--- src/rtl/pack_guard.sv ---
module pack_guard #(
  parameter int CHG_OC_TICKS = 1000,
  parameter int DSG_OC_TICKS = 3
) (
  input  logic clk,
  input  logic rst_n,
  input  logic test_n,
  input  logic tick_ms,
  input  logic ov_flag,
  input  logic hyst_ok,
  input  logic uv_flag,
  input  logic chg_oc_cmp,
  input  logic dsg_oc_cmp,
  input  logic charger_on,
  input  logic load_on,
  output logic chg_en,
  output logic dsg_en,
  output logic sleep,
  output logic fault_n
);
  localparam int DSG_LIM = DSG_OC_TICKS + 1;
  localparam int CW = $clog2(CHG_OC_TICKS + 1);
  localparam int DW = $clog2(DSG_LIM + 1);

  logic [CW-1:0] c_run;
  logic [DW-1:0] d_run;
  logic c_oc, d_oc, ov_f, sleep_f;

  wire c_done = tick_ms && (c_run == CW'(CHG_OC_TICKS - 1));
  wire d_done = tick_ms && (d_run == DW'(DSG_LIM - 1));
  wire c_rel  = !charger_on || load_on;
  wire d_rel  = !load_on || charger_on;

  always_ff @(posedge clk or negedge rst_n) begin
    if (!rst_n) begin
      c_run <= '0; d_run <= '0;
      c_oc <= 1'b0; d_oc <= 1'b0; ov_f <= 1'b0; sleep_f <= 1'b0;
    end else if (!test_n) begin
      c_run <= '0; d_run <= '0;
      c_oc <= 1'b0; d_oc <= 1'b0; ov_f <= 1'b0; sleep_f <= 1'b0;
    end else begin
      if (c_oc) begin
        c_run <= '0;
        if (c_rel) c_oc <= 1'b0;
      end else if (!chg_oc_cmp) begin
        c_run <= '0;
      end else if (c_done) begin
        c_run <= '0;
        c_oc  <= 1'b1;
      end else if (tick_ms) begin
        c_run <= c_run + 1'b1;
      end

      if (d_oc) begin
        d_run <= '0;
        if (d_rel) d_oc <= 1'b0;
      end else if (!dsg_oc_cmp) begin
        d_run <= '0;
      end else if (d_done) begin
        d_run <= '0;
        d_oc  <= 1'b1;
      end else if (tick_ms) begin
        d_run <= d_run + 1'b1;
      end

      if (ov_flag) ov_f <= 1'b1;
      else if (hyst_ok) ov_f <= 1'b0;

      if (uv_flag) sleep_f <= 1'b1;
      else if (charger_on) sleep_f <= 1'b0;
    end
  end

  assign chg_en  = !(c_oc || ov_f);
  assign dsg_en  = !(d_oc || sleep_f);
  assign sleep   = sleep_f;
  assign fault_n = !(c_oc || ov_f);
endmodule

--- config.mk ---
export PLATFORM = sky130hd
export DESIGN_NAME = pack_guard
export DESIGN_NICKNAME = d
export VERILOG_FILES = /design/src/rtl/pack_guard.sv
export SDC_FILE = /design/constraint.sdc
export NUM_CORES = 1
export LEC_CHECK = 0
export ABC_AREA = 0
export BUFFER_PORTS_ARGS = -buffer_cell sky130_fd_sc_hd__buf_2
export CAP_MARGIN = 20
export CORE_MARGIN = 8
export CORE_UTILIZATION = 50
export CTS_BUF_LIST = sky130_fd_sc_hd__clkbuf_2 sky130_fd_sc_hd__clkbuf_4 sky130_fd_sc_hd__clkbuf_8
export DETAILED_ROUTE_END_ITERATION = 10
export MAX_ROUTING_LAYER = met4
export PLACE_DENSITY = 0.72
export SKIP_CTS_REPAIR_TIMING = 1
export SLEW_MARGIN = 5
export SYNTH_ARGS = -nofsm -noshare
export SYNTH_HDL_FRONTEND = slang
export SYNTH_SLANG_ARGS = --single-unit
--- constraint.sdc ---
create_clock -name clk -period 1.6 [get_ports clk]
set_input_delay 0.24 -clock clk [delete_from_list [all_inputs] [get_ports clk]]
set_output_delay 0.24 -clock clk [all_outputs]
set_load 0.1 [all_outputs]
==> summary.md, run 1 <==
| Metric | Value |
|---|---|
| Worst slew margin | 0.678 |
| I/O pins | 15 |
| Setup Skew | 0.000849 ns |
| Worst VDD drop | 583 uV |
| Syn Area/Cell | 9.69 sq um |
| Slowest-stage cell, CP | dfrtp_1 |
| Power density over cell area | 755 nW/um^2 |
| Synth Flop Type | dfrtp_1 |
| Ys Warns | 0 |
| Core ar. | 1710 sq um |
| Filler Cell Count | 149 |
| CTS root buf | clkbuf_4 |
| Grt met2 use | 0.178 |
| Met1 usage | 0.141 |
| Placed Area | 1010 sq um |
| Routability Congestion | 0.870 |
| Post-synth EDFFs | 0 |
| Placement row count | 15 |
| Total routed wirelength | 1.76 mm |
| WP data required | 1.36 ns |
| Share of cells above drive strength 1 | 0.236 |
| Setup TNS Final | 0 ns |
| # clock sinks | 17 |
| Final hold vios | 0 |
| Total Routing Usage GR | 0.113 |
| Worst hold path type | primary input to flop |
| Number of synthesized register bits | 17 |
| Worst EP arrival | 1.30 ns |
| First-pass GRT wire length | 2.99 mm |
| Crit-path cells | nor2_4 -> buf_2 |
| LEAKAGE | 0.438 nW |
| DR iter-0 viols | 16 |
| Via density | 5.32 |
| Syn_nets | 106 |
| Buf/Inv on CP | 1 |
| Port-buffer cells | 14 |
| Synthesized cell area | 901 sq um |
| Vias in the first global route | 674 |
| R2R setup slack | 0.14 ns |
| Asr flop ratio synth | 1.00 |
| DIE WIDTH | 58.4 um |
| DR pass1 iterations | 4 |
| CTS tree | built |
| Wire per inst | 13.1 um |
| Clock transition at path regs | 0.10 ns |
| Period Utilization, post-route | 0.965 |
| N_diodes | 0 |
| Final #Nets | 124 |
| Number of max-cap violations | 0 |
| Routed Antenna Nets | 0 |
| Grt total ovfl | 0 |
| Met3 Use GR | 0.0217 |
| Largest net degree at the start of global routing | 18 |
| Tmin final | 1.54 ns |
| Number of remaining DRC errors | 0 |
| Critical Path End Type | output pin |
| Initial Utilization | 0.527 |
| Die Y | 58.4 um |
| Clk Latency, worst-skew pair | 0.29 ns |
| Cts bufs inserted | 3 |
| Die Area | 3420 sq um |
| Synth Instances | 93 |
| Sequential-to-total area share from yosys stat | 0.472 |
| Maximum buffer depth of the clock tree | 2 |
| Startpoint Class | flop |
| HPWL after detailed placement | 1.31 mm |
| P&R area growth vs syn | 15.8% |
| Max incr delay on CP | 0.46 ns |
| H-Tree Depth | 1 |
| Antenna violations before repair | 0 |
| Worst-path fanout max | 5 |
| Unrepaired setup endpoints after global routing | false |
| Finish-stage setup viols | 0 |
| Max Freq | 0.647 GHz |
| Synth unique cells | 29 |
| Top Usage Layer GRT | met2 |
| Final Max Slew Viols | 0 |
| Status | complete, no violations |
| Worst setup path class | flop to output pin |
| Least-Margin Pin Slew | 0.487 ns |
| Via count | 718 |
| Post-route cell area | 1040 sq um |
| CP delay by family, top | flip-flops |
==> final cells by class <==
class                      instances  area, sq um  area share
tap                               25         31.3      0.0300
clock inverter                     1         5.00     0.00480
timing repair buffer              15         80.1      0.0767
inverter                           2         7.51     0.00719
multi-input combinational         72          470       0.451
clock buffer                       3         22.5      0.0216
sequential                        17          427       0.409
==> cells in the mapped netlist, types with 2 or more instances <==
| cell | n | area, sq um |
|---|---|---|
| a21oi_1 | 7 | 35.0 |
| dfrtp_1 | 17 | 425 |
| ha_1 | 2 | 25.0 |
| inv_1 | 2 | 7.51 |
| nand2_1 | 7 | 26.3 |
| nand2b_1 | 4 | 25.0 |
| nand3_1 | 5 | 25.0 |
| nand3b_1 | 2 | 15.0 |
| nand4_1 | 2 | 12.5 |
| nor2_1 | 13 | 48.8 |
| nor2b_1 | 4 | 25.0 |
| nor3_1 | 4 | 20.0 |
| o211ai_1 | 2 | 15.0 |
| o21a_1 | 2 | 15.0 |
| xnor2_1 | 6 | 52.6 |
==> routing by layer <==
metal | wire length (um) | vias up
met3 | 48 | 4
li1 | - | 360
met4 | 25 | 0
met1 | 862 | 340
met2 | 827 | 14
met5 | 0 | -
==> worst paths after layout <==
check	start	endpoint	cells past startpoint
hold / removal	ov_flag	ov_f	2
max in group asynchronous	rst_n	sleep	2
min in group asynchronous	rst_n	d_run[1]	2
hold reg to reg	d_run[2]	d_run[2]	2
setup reg to reg	c_run[0]	c_run[3]	5
setup / recovery	c_oc	fault_n	2
==> logic make-up after synthesis <==
kind of cell             synth area share
AO/OA/AOI/OAI                      0.0889
XOR/XNOR                           0.0681
adder cells (fa/ha/maj)            0.0278
buffers and inverters              0.0222
flip-flops                          0.472
AND/OR/NAND/NOR                     0.321
==> stage by stage <==
step / power [mW] / hold slack, ns / cells / worst slack [ns] / utilization
floorplan: 0.531 / -0.0556 / 93 / 0.0208 / -
global placement: 0.563 / 0.179 / 130 / 0.193 / 0.589
detailed placement: 0.565 / 0.182 / 130 / 0.164 / 0.589
CTS: 0.793 / -0.142 / 134 / 0.0438 / 0.605
global route: 0.810 / 0.164 / 135 / 0.0244 / 0.611
finish: 0.788 / 0.154 / 135 / 0.0553 / 0.611
==> sequential cells by signal (all words and copies together) (netlist names) <==
signal / flops
d_run: 3
ov_f: 1
d_oc: 1
c_run: 10
sleep: 1
c_oc: 1
==> where the power goes <==
group          total [mW]  internal, mW  switching, mW
combinational       0.115        0.0310         0.0839
sequential          0.442         0.436        0.00645
clock               0.231        0.0931          0.138
total               0.788         0.560          0.228
==> layout by cell type, fill, tap and decap left out, drive strengths merged <==
cell type,Yosys,final
a21oi,7,7
a31oi,1,1
a32oi,1,1
and3,1,1
and4,1,1
and4bb,2,2
buf,2,14
clkbuf,0,3
clkinv,0,1
dfrtp,17,17
dlygate4sd3,0,1
ha,2,2
inv,2,2
nand2,7,7
nand2b,4,4
nand3,6,6
nand3b,2,2
nand4,2,2
nor2,14,14
nor2b,4,4
nor3,4,4
nor3b,1,1
nor4,2,2
o211ai,2,2
o21a,2,2
xnor2,6,6
xor2,1,1
Note: power is estimated with default switching activity, not from simulation.
==> run 2, diff against run 1 <==
--- a/config.mk
+++ b/config.mk
@@ -14,6 +14,7 @@
 export DETAILED_ROUTE_END_ITERATION = 10
 export MAX_ROUTING_LAYER = met4
 export PLACE_DENSITY = 0.72
+export SETUP_SLACK_MARGIN = 0.3
 export SKIP_CTS_REPAIR_TIMING = 1
 export SLEW_MARGIN = 5
 export SYNTH_ARGS = -nofsm -noshare
==> summary.md, run 2 (synthesis gave the netlist of run 1 again) <==
| Metric | Value |
|---|---|
| DR iter-0 viols | 19 (+3) |
| Final hold vios | 0 (unchanged) |
| I/O pins | 15 (unchanged) |
| Biggest register | c_run |
| Core ar. | 1710 sq um (unchanged) |
| Worst VDD drop | 558 uV (-4.3%) |
| Max Freq | 0.699 GHz (+8.0%) |
| Clock transition at path regs | 0.10 ns (about the same) |
| First-pass GRT wire length | 3.23 mm (+8.1%) |
| Total Routing Usage GR | 0.121 (+0.00807) |
| Unrepaired setup endpoints after global routing | true |
| Cell count after placement | 130 (unchanged) |
| HPWL after detailed placement | 1.36 mm (+3.4%) |
| Least-Margin Pin Slew | 0.391 ns (-0.0958 ns) |
| Worst slew margin | 0.739 (+0.0617) |
| Largest net degree at the start of global routing | 18 (unchanged) |
| DR pass1 iterations | 5 (+1) |
| Grt total ovfl | 0 (unchanged) |
| Routability Congestion | 0.802 (-7.8%) |
| Placement row count | 15 (unchanged) |
| Post-layout power | 0.832 mW (+5.6%) |
| Leading cell type in the layout, fill and taps excluded | dfrtp_1 |
| Die Area | 3420 sq um (unchanged) |
| Startpoint Class | flop |
| Worst-path fanout max | 4 (-1) |
| Biggest registers after layout | c_run (10), d_run (3) |
| Share of cells above drive strength 1 | 0.339 (+0.103) |
| Hold slack | 0.170 ns (+0.0162 ns) |
| Via count | 756 (+5.3%) |
| Die Y | 58.4 um (unchanged) |
| WP data required | 1.84 ns (+0.48 ns) |
| Worst setup path class | flop to flop |
| LEAKAGE | 0.474 nW (+8.4%) |
| Number of flip-flops under the largest register name | 10 (unchanged) |
| Setup TNS Final | 0 ns (unchanged) |
| Post-route insts no fill | 137 (+1.5%) |
| Routed Antenna Nets | 0 (unchanged) |
| DIE WIDTH | 58.4 um (unchanged) |
| Power density over cell area | 711 nW/um^2 (-5.8%) |
| Crit-path cells | ha_4 -> and4_4 -> nand4_1 -> nor3b_2 -> o21a_1 |
| Period Utilization, post-route | 0.894 (-0.0716) |
| Tmin final | 1.43 ns (-0.115 ns) |
| Antenna violations before repair | 0 (unchanged) |
| Number of max-cap violations | 0 (unchanged) |
| CP delay by family, top | simple AND/OR/NAND/NOR gates |
| Clk Latency, worst-skew pair | 0.29 ns (about the same) |
| Via density | 5.52 (+3.8%) |
| Cts bufs inserted | 3 (unchanged) |
| Status | complete, no violations |
| Maximum buffer depth of the clock tree | 2 (unchanged) |
| Worst EP arrival | 1.67 ns (+0.37 ns) |
| Max incr delay on CP | 0.44 ns (-0.02 ns) |
| Port-buffer cells | 14 (unchanged) |
| Final Max Slew Viols | 0 (unchanged) |
| Buf/Inv on CP | 0 (-1) |
| CTS tree | built |
| Number of remaining DRC errors | 0 (unchanged) |
| H-Tree Depth | 1 (unchanged) |
| Final #Nets | 126 (+1.6%) |
| Commonest cells after routing, fill and taps aside | 15 x dfrtp_1, 10 x buf_2, 8 x nor2_1 |
| Initial Utilization | 0.527 (unchanged) |
| Finish-stage setup viols | 0 (unchanged) |
| Worst hold path type | primary input to flop |
| P&R area growth vs syn | 29.9% |
| Setup Skew | 0.00328 ns (+0.00243 ns) |
| Wire per inst | 15.1 um (+15%) |
| N_diodes | 0 (unchanged) |
| # clock sinks | 17 (unchanged) |
| Filler Cell Count | 133 (-11%) |
| Slowest-stage cell, CP | dfrtp_1 |
| CTS root buf | clkbuf_4 |
| End-of-flow core utilization | 0.685 (+0.0740) |
| Critical Path End Type | flop |
| Vias in the first global route | 755 (+12%) |
| Total routed wirelength | 2.07 mm (+17%) |
## run 2: cell types whose count changed in the layout (fill, tap and decap cells not counted), moves of 2 or more
cell    delta
buf_12     +2
buf_2      -4
buf_4      +3
nor2_1     -3
nor2_2     +2
## run 2: area by class of cell
class                      count  area [sq um]  area share
inverter                       2          7.51     0.00642
multi-input combinational     72           533       0.456
tap                           25          31.3      0.0267
sequential                    17           430       0.368
clock buffer                   4          30.0      0.0257
timing repair buffer          17           138       0.118
## run 2: metal layers
metal | global-route usage | share of wire
met1 | 0.146 | 0.46
met5 | - | 0
met4 | 0.0524 | 0.025
met3 | 0.0239 | 0.048
met2 | 0.192 | 0.47
## run 2: where the power goes
part	internal, mW	total [mW]	switching [mW]
sequential	0.437	0.444	0.00687
combinational	0.0490	0.141	0.0922
clock	0.114	0.248	0.134
## run 2: worst paths after layout
| check | startpoint | end | slack [ns] | cells past startpoint |
|---|---|---|---|---|
| worst max-delay path | c_run[0] | c_oc | 0.17 | 5 |
| worst min-delay path | ov_flag | ov_f | 0.17 | 2 |
| worst max register to register | c_run[0] | c_oc | 0.17 | 5 |
| worst min register to register | d_run[2] | d_run[2] | 0.53 | 2 |
| max in group asynchronous | rst_n | sleep | 0.89 | 2 |
| min in group asynchronous | rst_n | c_run[1] | 0.39 | 2 |
## run 2: stage by stage
step                setup WS (ns)  cell area (sq um)
CTS                        0.0411               1040
floorplan                   0.163                932
global route                0.123               1170
finish                      0.170               1170
global placement            0.195               1010
detailed placement          0.162               1010
